`src/rtl/lcdft_pkg.sv`:
```
package lcdft_pkg;
   localparam int FC_W_DEF      = 5;
   localparam int CST_W_DEF     = 6;
   localparam int PRE_SHIFT_DEF = 3;

   // Terminal count (period - 1) for a given reload and prescaler choice.
   function automatic logic [31:0] term_of(input logic [31:0] reload,
                                           input logic bypass,
                                           input int shift);
      return bypass ? reload : (reload << shift);
   endfunction
endpackage

```
`src/rtl/lcdft_frame_gate.sv`:
```
module lcdft_frame_gate #(
   parameter bit LOWPWR_EN = 1'b1
) (
   input  logic clk,
   input  logic rst_n,
   input  logic frame_start_i,
   input  logic lowpwr_i,
   output logic tick_o
);
   generate
      if (LOWPWR_EN) begin : g_halve
         logic phase_q;
         always_ff @(posedge clk or negedge rst_n) begin
            if (!rst_n)
               phase_q <= 1'b0;
            else if (!lowpwr_i)
               phase_q <= 1'b0;
            else if (frame_start_i)
               phase_q <= ~phase_q;
         end
         assign tick_o = frame_start_i & (~lowpwr_i | phase_q);
      end else begin : g_pass
         logic unused_lp;
         logic unused_clk;
         assign unused_lp  = lowpwr_i;
         assign unused_clk = clk ^ rst_n;
         assign tick_o     = frame_start_i;
      end
   endgenerate
endmodule

```
`src/rtl/lcdft_period_counter.sv`:
```
module lcdft_period_counter #(
   parameter int FC_W      = lcdft_pkg::FC_W_DEF,
   parameter int PRE_SHIFT = lcdft_pkg::PRE_SHIFT_DEF
) (
   input  logic            clk,
   input  logic            rst_n,
   input  logic            tick_i,
   input  logic [FC_W-1:0] reload_i,
   input  logic            bypass_i,
   output logic            roll_o
);
   localparam int CNT_W = FC_W + PRE_SHIFT;

   logic [CNT_W-1:0] cnt_q;
   logic [FC_W-1:0]  held_reload_q;
   logic             held_bypass_q;
   logic [CNT_W-1:0] term;
   logic             restart;

   assign term    = CNT_W'(lcdft_pkg::term_of(32'(held_reload_q), held_bypass_q, PRE_SHIFT));
   assign restart = tick_i & ((reload_i != held_reload_q) | (bypass_i != held_bypass_q));
   assign roll_o  = tick_i & ~restart & (cnt_q == term);

   always_ff @(posedge clk or negedge rst_n) begin
      if (!rst_n) begin
         cnt_q         <= '0;
         held_reload_q <= '0;
         held_bypass_q <= 1'b0;
      end else if (restart) begin
         cnt_q         <= '0;
         held_reload_q <= reload_i;
         held_bypass_q <= bypass_i;
      end else if (tick_i) begin
         cnt_q <= roll_o ? '0 : cnt_q + 1'b1;
      end
   end
endmodule

```
`src/rtl/lcdft_irq_ctrl.sv`:
```
module lcdft_irq_ctrl (
   input  logic clk,
   input  logic rst_n,
   input  logic roll_i,
   input  logic en_set_i,
   input  logic en_clr_i,
   input  logic stat_clr_i,
   output logic flag_o,
   output logic mask_o,
   output logic irq_o
);
   always_ff @(posedge clk or negedge rst_n) begin
      if (!rst_n) begin
         flag_o <= 1'b0;
         mask_o <= 1'b0;
      end else begin
         if (roll_i)          flag_o <= 1'b1;
         else if (stat_clr_i) flag_o <= 1'b0;
         if (en_clr_i)        mask_o <= 1'b0;
         else if (en_set_i)   mask_o <= 1'b1;
      end
   end
   assign irq_o = flag_o & mask_o;
endmodule

```
`src/rtl/lcdft_contrast_latch.sv`:
```
module lcdft_contrast_latch #(
   parameter int CST_W = lcdft_pkg::CST_W_DEF
) (
   input  logic                    clk,
   input  logic                    rst_n,
   input  logic                    tick_i,
   input  logic                    wr_i,
   input  logic signed [CST_W-1:0] din_i,
   output logic signed [CST_W-1:0] value_o
);
   logic signed [CST_W-1:0] pend_q;
   logic signed [CST_W-1:0] pend_nxt;

   assign pend_nxt = wr_i ? din_i : pend_q;

   always_ff @(posedge clk or negedge rst_n) begin
      if (!rst_n) begin
         pend_q  <= '0;
         value_o <= '0;
      end else begin
         pend_q <= pend_nxt;
         if (tick_i) value_o <= pend_nxt;
      end
   end
endmodule

```
`src/rtl/lcd_frame_tick_timer.sv`:
```
module lcd_frame_tick_timer #(
   parameter int FC_W      = lcdft_pkg::FC_W_DEF,
   parameter int CST_W     = lcdft_pkg::CST_W_DEF,
   parameter int PRE_SHIFT = lcdft_pkg::PRE_SHIFT_DEF,
   parameter bit LOWPWR_EN = 1'b1
) (
   input  logic                    clk,
   input  logic                    rst_n,
   input  logic                    frame_start_i,
   input  logic                    lowpwr_i,
   input  logic [FC_W-1:0]         reload_i,
   input  logic                    bypass_i,
   input  logic                    irq_en_set_i,
   input  logic                    irq_en_clr_i,
   input  logic                    stat_clr_i,
   input  logic                    contrast_wr_i,
   input  logic signed [CST_W-1:0] contrast_din_i,
   output logic                    flag_o,
   output logic                    mask_o,
   output logic                    irq_o,
   output logic signed [CST_W-1:0] contrast_o
);
   generate
      if (FC_W < 1 || FC_W + PRE_SHIFT > 31) begin : g_bad_fc
         $error("lcd_frame_tick_timer: FC_W + PRE_SHIFT must lie in 1..31");
      end
      if (CST_W < 2) begin : g_bad_cst
         $error("lcd_frame_tick_timer: CST_W must be at least 2 for a signed value");
      end
   endgenerate

   logic tick;
   logic roll;

   lcdft_frame_gate #(.LOWPWR_EN(LOWPWR_EN)) u_gate (
      .clk(clk), .rst_n(rst_n), .frame_start_i(frame_start_i),
      .lowpwr_i(lowpwr_i), .tick_o(tick));

   lcdft_period_counter #(.FC_W(FC_W), .PRE_SHIFT(PRE_SHIFT)) u_cnt (
      .clk(clk), .rst_n(rst_n), .tick_i(tick), .reload_i(reload_i),
      .bypass_i(bypass_i), .roll_o(roll));

   lcdft_irq_ctrl u_irq (
      .clk(clk), .rst_n(rst_n), .roll_i(roll), .en_set_i(irq_en_set_i),
      .en_clr_i(irq_en_clr_i), .stat_clr_i(stat_clr_i),
      .flag_o(flag_o), .mask_o(mask_o), .irq_o(irq_o));

   lcdft_contrast_latch #(.CST_W(CST_W)) u_cst (
      .clk(clk), .rst_n(rst_n), .tick_i(tick), .wr_i(contrast_wr_i),
      .din_i(contrast_din_i), .value_o(contrast_o));
endmodule

```
`config.mk`:
```
export PLATFORM = sky130hd
export DESIGN_NAME = lcd_frame_tick_timer
export DESIGN_NICKNAME = d
export VERILOG_FILES = /design/src/rtl/lcdft_pkg.sv /design/src/rtl/lcdft_frame_gate.sv /design/src/rtl/lcdft_period_counter.sv /design/src/rtl/lcdft_irq_ctrl.sv /design/src/rtl/lcdft_contrast_latch.sv /design/src/rtl/lcd_frame_tick_timer.sv
export SDC_FILE = /design/constraint.sdc
export NUM_CORES = 1
export LEC_CHECK = 0
export BUFFER_PORTS_ARGS = -buffer_cell sky130_fd_sc_hd__clkbuf_2
export CAP_MARGIN = 0
export CELL_PAD_IN_SITES_DETAIL_PLACEMENT = 0
export CELL_PAD_IN_SITES_GLOBAL_PLACEMENT = 1
export CORE_ASPECT_RATIO = 2
export CORE_MARGIN = 2
export CORE_UTILIZATION = 39
export CTS_CLUSTER_DIAMETER = 60
export DETAILED_ROUTE_END_ITERATION = 7
export HOLD_SLACK_MARGIN = 0.15
export PLACE_DENSITY_LB_ADDON = 0.1
export SKIP_LAST_GASP = 1
export SYNTH_ARGS = -nofsm -noshare
export SYNTH_HDL_FRONTEND = slang
export SYNTH_SLANG_ARGS = --single-unit
```
`constraint.sdc`:
```
create_clock -name clk -period 1.85 [get_ports clk]
set_input_delay 0.185 -clock clk [delete_from_list [all_inputs] [get_ports clk]]
set_output_delay 0.185 -clock clk [all_outputs]
set_load 0.01 [all_outputs]
```
Yosys cells after proc, flatten, opt, wreduce, memory -nomap -nowiden --
Cells that the tools add are included.
Cells by class: add/subtract/negate cells 1, equality and inequality tests 4, multiplexer cells 11, bitwise gates (word level) 10, reductions and logical operators 3
Operator list (number):
- two-way mux 8 bit | 4
- adder 8 x 1 -> 8 bit, second input constant | 1
- equality test 8 bit | 1
- two-way mux 1 bit | 6
- two-way mux 6 bit | 1
- nonzero test 2 bit | 3
- AND 1 bit | 5
- inequality test 5 bit | 1
- inverter 1 bit | 3
- inequality test 2 bit, second input constant | 1
- bitwise OR 1 bit | 2
- inequality test 1 bit | 1
Word-level totals: register bits after elaboration 29, input port bits 20, output and inout bits 9, word-level logic and storage cells 37

Logic depth before layout (Yosys ltp) --
depth in word-level cells 10, depth in mapped cells 6, depth with buffers taken out 6

Hierarchy --
A second synthesis with hierarchy kept.
Unflattened totals: cells, all modules 129, area, all modules 1551.5 µm²
By module, submodules not included:
- lcdft_period_counter | times used 1, cells each 91, area each 928.4 µm², seq. area each 350.3 µm²
- lcdft_contrast_latch | times used 1, cells each 26, area each 496.7 µm², seq. area each 300.3 µm²
- lcdft_irq_ctrl | times used 1, cells each 7, area each 75.1 µm², seq. area each 50.0 µm²
- lcdft_frame_gate | times used 1, cells each 5, area each 51.3 µm², seq. area each 25.0 µm²

Worst setup path after synthesis --
OpenSTA, ideal clock, no wires.
path kind flip-flop to flip-flop, start register u_cnt.held_bypass_q, end register u_cnt.cnt_q[3], setup time 126 ps, arrival 1676 ps, required time 1724 ps, setup slack 48 ps, stages on the path, launching flop included 7, buffers on the path 1, period minus slack after synthesis 1802 ps, cells stage by stage dfrtp_1 buf_4 nor4b_1 nand2_1 a32oi_4 a21oi_2 a221o_1
On the way: cells in the longest elaborated chain, start to end 9, elaborated cells between the ends (all ways) 12, classes of those cells 2 x eq/ne; 4 x mux; 5 x bitwise; 1 x reduce/logical
Ends and longest elaborated chain:
- start, declared | RTL line lcdft_period_counter.sv:16 | logic held_bypass_q;
- start signal, assigned | RTL line lcdft_period_counter.sv:32 | held_bypass_q <= bypass_i;
- inequality test 1 bit | RTL line lcdft_period_counter.sv:21 | assign restart = tick_i & ((reload_i != held_reload_q) | (bypass_i != held_bypass_q));
- bitwise OR 1 bit | RTL line lcdft_period_counter.sv:21
- AND 1 bit | RTL line lcdft_period_counter.sv:21
- inverter 1 bit | RTL line lcdft_period_counter.sv:22 | assign roll_o = tick_i & ~restart & (cnt_q == term);
- AND 1 bit (2 in series) | RTL line lcdft_period_counter.sv:22
- two-way mux 8 bit | RTL line lcdft_period_counter.sv:34 | cnt_q <= roll_o ? '0 : cnt_q + 1'b1;
- two-way mux 8 bit | RTL line lcdft_period_counter.sv:33 | end else if (tick_i) begin
- two-way mux 8 bit | RTL line lcdft_period_counter.sv:29 | end else if (restart) begin
- end signal, assigned | RTL line lcdft_period_counter.sv:34
- end, declared | RTL line lcdft_period_counter.sv:14 | logic [CNT_W-1:0] cnt_q;
Parallel ways exist; a longest one is shown, timed or not. The select of a mux whose other input is x is not followed. A chain may end at the register's enable or synchronous reset.

Worst setup path after layout --
start register u_cnt.held_reload_q[3], end register u_cnt.cnt_q[3]
On the way: cells in the longest elaborated chain, start to end 9, elaborated cells between the ends (all ways) 12, classes of those cells 2 x eq/ne; 4 x mux; 5 x bitwise; 1 x reduce/logical
Ends and longest elaborated chain:
- start, declared | RTL line lcdft_period_counter.sv:15 | logic [FC_W-1:0] held_reload_q;
- start signal, assigned | RTL line lcdft_period_counter.sv:31 | held_reload_q <= reload_i;
- inequality test 5 bit | RTL line lcdft_period_counter.sv:21
- bitwise OR 1 bit | RTL line lcdft_period_counter.sv:21
- AND 1 bit | RTL line lcdft_period_counter.sv:21
- inverter 1 bit | RTL line lcdft_period_counter.sv:22
- AND 1 bit (2 in series) | RTL line lcdft_period_counter.sv:22
- two-way mux 8 bit | RTL line lcdft_period_counter.sv:34
- two-way mux 8 bit | RTL line lcdft_period_counter.sv:33
- two-way mux 8 bit | RTL line lcdft_period_counter.sv:29
Parallel ways exist; a longest one is shown, timed or not. The select of a mux whose other input is x is not followed.

==> flow_summary.rst <==
.. list-table::
   :header-rows: 1

   * - Metric
     - Value
   * - Result of the run
     - complete, no violations
   * - Overflow left after global routing
     - 0
   * - Leakage
     - slightly above 0.9 nW
   * - TritonCTS buffer count
     - 5
   * - Largest stage delay on the critical path
     - 430 ps
   * - Number of global-route vias before repair
     - between 1000 and 1500
   * - Clock share of power
     - 33.7%
   * - Worst relative slew slack
     - a little over half
   * - Core box area
     - 0.00376 mm^2
   * - Number of enable-type register cells in the synthesized netlist
     - 0
   * - Sw power
     - 0.478 mW
   * - Share of final-layout standard cells stronger than drive strength 1
     - 50.3%
   * - Yosys warning count
     - 0
   * - Start-to-end type of the worst setup path
     - reg2reg
   * - Most instantiated cells after synthesis
     - sky130_fd_sc_hd__dfrtp_1, sky130_fd_sc_hd__mux2_2, sky130_fd_sc_hd__xnor2_1
   * - Library cell with the largest summed area after synthesis
     - sky130_fd_sc_hd__dfrtp_1
   * - Synthesis-to-finish area growth
     - 37.7%
   * - Syn avg cell area
     - 12.0 um^2
   * - Cell types with the largest area share after synthesis
     - sky130_fd_sc_hd__dfrtp_1, sky130_fd_sc_hd__mux2_2, sky130_fd_sc_hd__xnor2_1
   * - Count of H-tree levels built during CTS
     - 2
   * - Final Power
     - 1.82 mW
   * - DIE WIDTH
     - 48.0 um
   * - Number of rows created at floorplan
     - 32
   * - Critical Path Most Common Cell
     - sky130_fd_sc_hd__buf_4
   * - TritonCTS clock tree
     - done
   * - CP required
     - ~2000 ps
   * - Maximum buffer depth of the clock tree
     - 2
   * - Fraction of the cycle the final worst path needs
     - a little under 100%
   * - Number of design rule violations left after detail routing
     - 0
   * - Final critical-path required period
     - 1840 ps
   * - Number of vias per cell
     - 5.05
   * - Async set or reset register ratio after synthesis
     - 100%
   * - Number of diodes added for antenna fixing
     - 0
   * - Total via count in the routed design
     - ~1200
   * - Violation count after the first detailed-routing iteration
     - 10
   * - Total detailed-routing wirelength
     - between 3 and 4 mm
   * - Clock slew at reported path FFs
     - 60 ps
   * - Tightest Pin Transition
     - 708 ps
   * - Internal cell power
     - between 1 and 1.5 mW
   * - Port buffer count
     - 28
   * - First-pass GRT wire length
     - 4.95 mm
   * - Instance count of the mapped netlist
     - around 130
   * - Antenna violations before repair
     - 0
   * - Number of nets with antenna violations after detailed routing
     - 0
   * - Area share of the leading cell type in the synthesized netlist
     - 48.1%
   * - Sequential group share of total power
     - between 40% and 50%
   * - Initial DRT Pass Iterations
     - 4
   * - List of cells traversed by the critical path
     - buf_4 -> mux2i_2 -> xnor2_1 -> nor3_4 -> buf_4 -> a211oi_1 -> a221o_1
   * - Peak clock frequency supported by timing
     - 544 MHz
   * - Switching portion of total power
     - 26.2%
   * - Flops & latches, synth
     - 29
   * - Final Util
     - between 50% and 60%
   * - Final setup violation count
     - 0
   * - Number of nets in the finished design
     - 200
   * - Pwr Density
     - 878 mW/mm^2
   * - Synth Net Count
     - 147
   * - Floorplan die height
     - around 92 um
   * - Kind of path behind the tightest hold check
     - in2reg
   * - Critical path startpoint category
     - register
   * - Seq/Total Area, Yosys
     - between 40% and 50%
   * - Combinational power share
     - between 20% and 30%
   * - Number of top-level design ports
     - 29
   * - Starting density of the core
     - 40.1%
   * - Flip-flop cell with the highest count after synthesis
     - sky130_fd_sc_hd__dfrtp_1
   * - Post-Syn Area
     - 0.00151 mm^2
   * - Layout Skew
     - 5.33 ps
   * - GRT Total Usage
     - 15.7%
   * - Final Hold Violating Endpoints
     - 0
   * - Latest clock arrival within the worst-skew pair
     - 280 ps
   * - Largest net degree at the start of global routing
     - 30
   * - Count of final max-slew check failures
     - 0
   * - VDD IR-drop max
     - 0.732 mV
   * - Final GP Congestion
     - 0.821
   * - Worst-path maximum fanout
     - 4
   * - CTS sink cnt
     - 29
   * - Setup repair after global routing missed its margin
     - true
   * - Final-layout setup total negative slack
     - 0 ps
   * - Root buffer cell
     - sky130_fd_sc_hd__clkbuf_8
   * - Final routed wire length divided by cell count
     - around 14 um
   * - # Max-Cap Violations
     - 0
   * - Die Outline Area
     - around 0.0044 mm^2
   * - Critical path's slowest cell
     - sky130_fd_sc_hd__dfrtp_2
   * - Dpl hpwl
     - 2.14 mm
   * - Critical path endpoint category
     - register
   * - Signal arrival time at the worst endpoint
     - 2000 ps
   * - Cell with the most instances after synthesis
     - sky130_fd_sc_hd__dfrtp_1
   * - Number of distinct library cells after synthesis
     - 38
flip-flops by register name (all words and copies together), names as in the netlist:
register and count:
u_gate.g_halve.phase_q 1, u_cnt.held_bypass_q 1, u_cnt.held_reload_q 5, u_cnt.cnt_q 8, u_irq.flag_o 1, u_cst.value_o 6
u_cst.pend_q 6, u_irq.mask_o 1
cells in the final DEF (no fill, tap or decap), types with 2 or more instances in the layout:
| cell | netlist | final |
|---|---|---|
| sky130_fd_sc_hd__buf_4 | 1 | 13 |
| sky130_fd_sc_hd__nand3_1 | 3 | 3 |
| sky130_fd_sc_hd__a221o_1 | 2 | 2 |
| sky130_fd_sc_hd__inv_1 | 3 | 3 |
| sky130_fd_sc_hd__dlygate4sd3_1 | 0 | 6 |
| sky130_fd_sc_hd__dfrtp_1 | 29 | 26 |
| sky130_fd_sc_hd__nor2_1 | 7 | 7 |
| sky130_fd_sc_hd__clkbuf_8 | 0 | 5 |
| sky130_fd_sc_hd__a21o_1 | 3 | 3 |
| sky130_fd_sc_hd__xor2_1 | 3 | 3 |
| sky130_fd_sc_hd__clkbuf_2 | 0 | 29 |
| sky130_fd_sc_hd__mux2_2 | 19 | 19 |
| sky130_fd_sc_hd__xnor2_2 | 0 | 2 |
| sky130_fd_sc_hd__dfrtp_2 | 0 | 3 |
| sky130_fd_sc_hd__xnor2_1 | 9 | 7 |
| sky130_fd_sc_hd__nand4_1 | 2 | 2 |
| sky130_fd_sc_hd__o21ai_0 | 5 | 3 |
| sky130_fd_sc_hd__buf_6 | 0 | 3 |
| sky130_fd_sc_hd__a221oi_1 | 3 | 3 |
| sky130_fd_sc_hd__o21ai_1 | 0 | 2 |
| sky130_fd_sc_hd__nand2_1 | 6 | 6 |
| sky130_fd_sc_hd__nor3_2 | 0 | 2 |
| sky130_fd_sc_hd__a22o_1 | 2 | 2 |
final timing paths:
path | from | endpoint | slack, ps | cells past startpoint
max in group asynchronous | rst_n | u_cnt.held_bypass_q | 860 | 2
setup / recovery | u_cnt.held_reload_q[3] | u_cnt.cnt_q[3] | 10 | 7
hold / removal | contrast_din_i[4] | u_cst.pend_q[4] | 160 | 2
min in group asynchronous | rst_n | u_cst.pend_q[4] | 490 | 2
hold reg to reg | u_cst.pend_q[5] | u_cst.pend_q[5] | 490 | 1
setup reg to reg | u_cnt.held_reload_q[3] | u_cnt.cnt_q[3] | 10 | 7
what timing repair did:
action / 4_1_cts / 5_1_grt
resized for setup: 4 / 20
setup endpoints to repair: 7 / 8
hold endpoints to repair: 33 / 0
setup buffers: 1 / 4
hold buffers: 6 / 0
pin swaps: 4 / 7
metrics by stage:
stage                     std cells  setup WS, ps  instance area (um^2)  hold slack [ps]
final                           230          12.0                  2080              155
after global routing            230         -60.6                  2080              162
after CTS                       227          24.7                  1970              151
after detailed placement        213         -57.4                  1790              279
after global placement          213         -25.7                  1790              281
after floorplan                 126          48.2                  1510             -111
critical path: cells and delay by family, from the launching register on:
kind	cells	cell delay (ps)
buffers and inverters	2	320
xor gates and xnor gates	1	130
muxes	1	190
and+or+nand+nor	1	320
AOI/OAI and AO/OA	2	320
DFF	1	430
power by group through the flow:
stage	clock network, mW	logic [mW]	registers, mW
after global placement	0	0.369	0.764
after detailed placement	0	0.372	0.768
after floorplan	0	0.215	0.772
after global routing	0.664	0.495	0.767
final	0.615	0.453	0.757
after CTS	0.639	0.392	0.756
final cells by class:
class                      count  area (um^2)
multi-input combinational     89          833
clock inverter                 2         35.0
inverter                       3         11.3
fill                         364         1690
tap                           51         63.8
sequential                    29          729
clock buffer                   5         68.8
timing repair buffer          51          337
cells by family (layout without fill, tap and decap cells):
| group | count (synthesis) | after routing | share of synthesized area, % |
|---|---|---|---|
| compound gates | 21 | 21 | 13.0 |
| xor+xnor | 12 | 12 | 6.97 |
| fa+ha+maj | 1 | 1 | 0.829 |
| buf+inv | 8 | 61 | 2.32 |
| flops | 29 | 29 | 48.1 |
| mux | 21 | 21 | 15.5 |
| simple gates | 34 | 34 | 13.3 |
layer usage:
metal  track usage, %  up-vias  wire [um]
li1                 -      569          -
met1             18.7      567       1250
met2             24.4       21       1700
met3             3.74        5         89
met4             8.78        0         88
met5                0        -          0
Note: power is estimated with default switching activity, not from simulation.
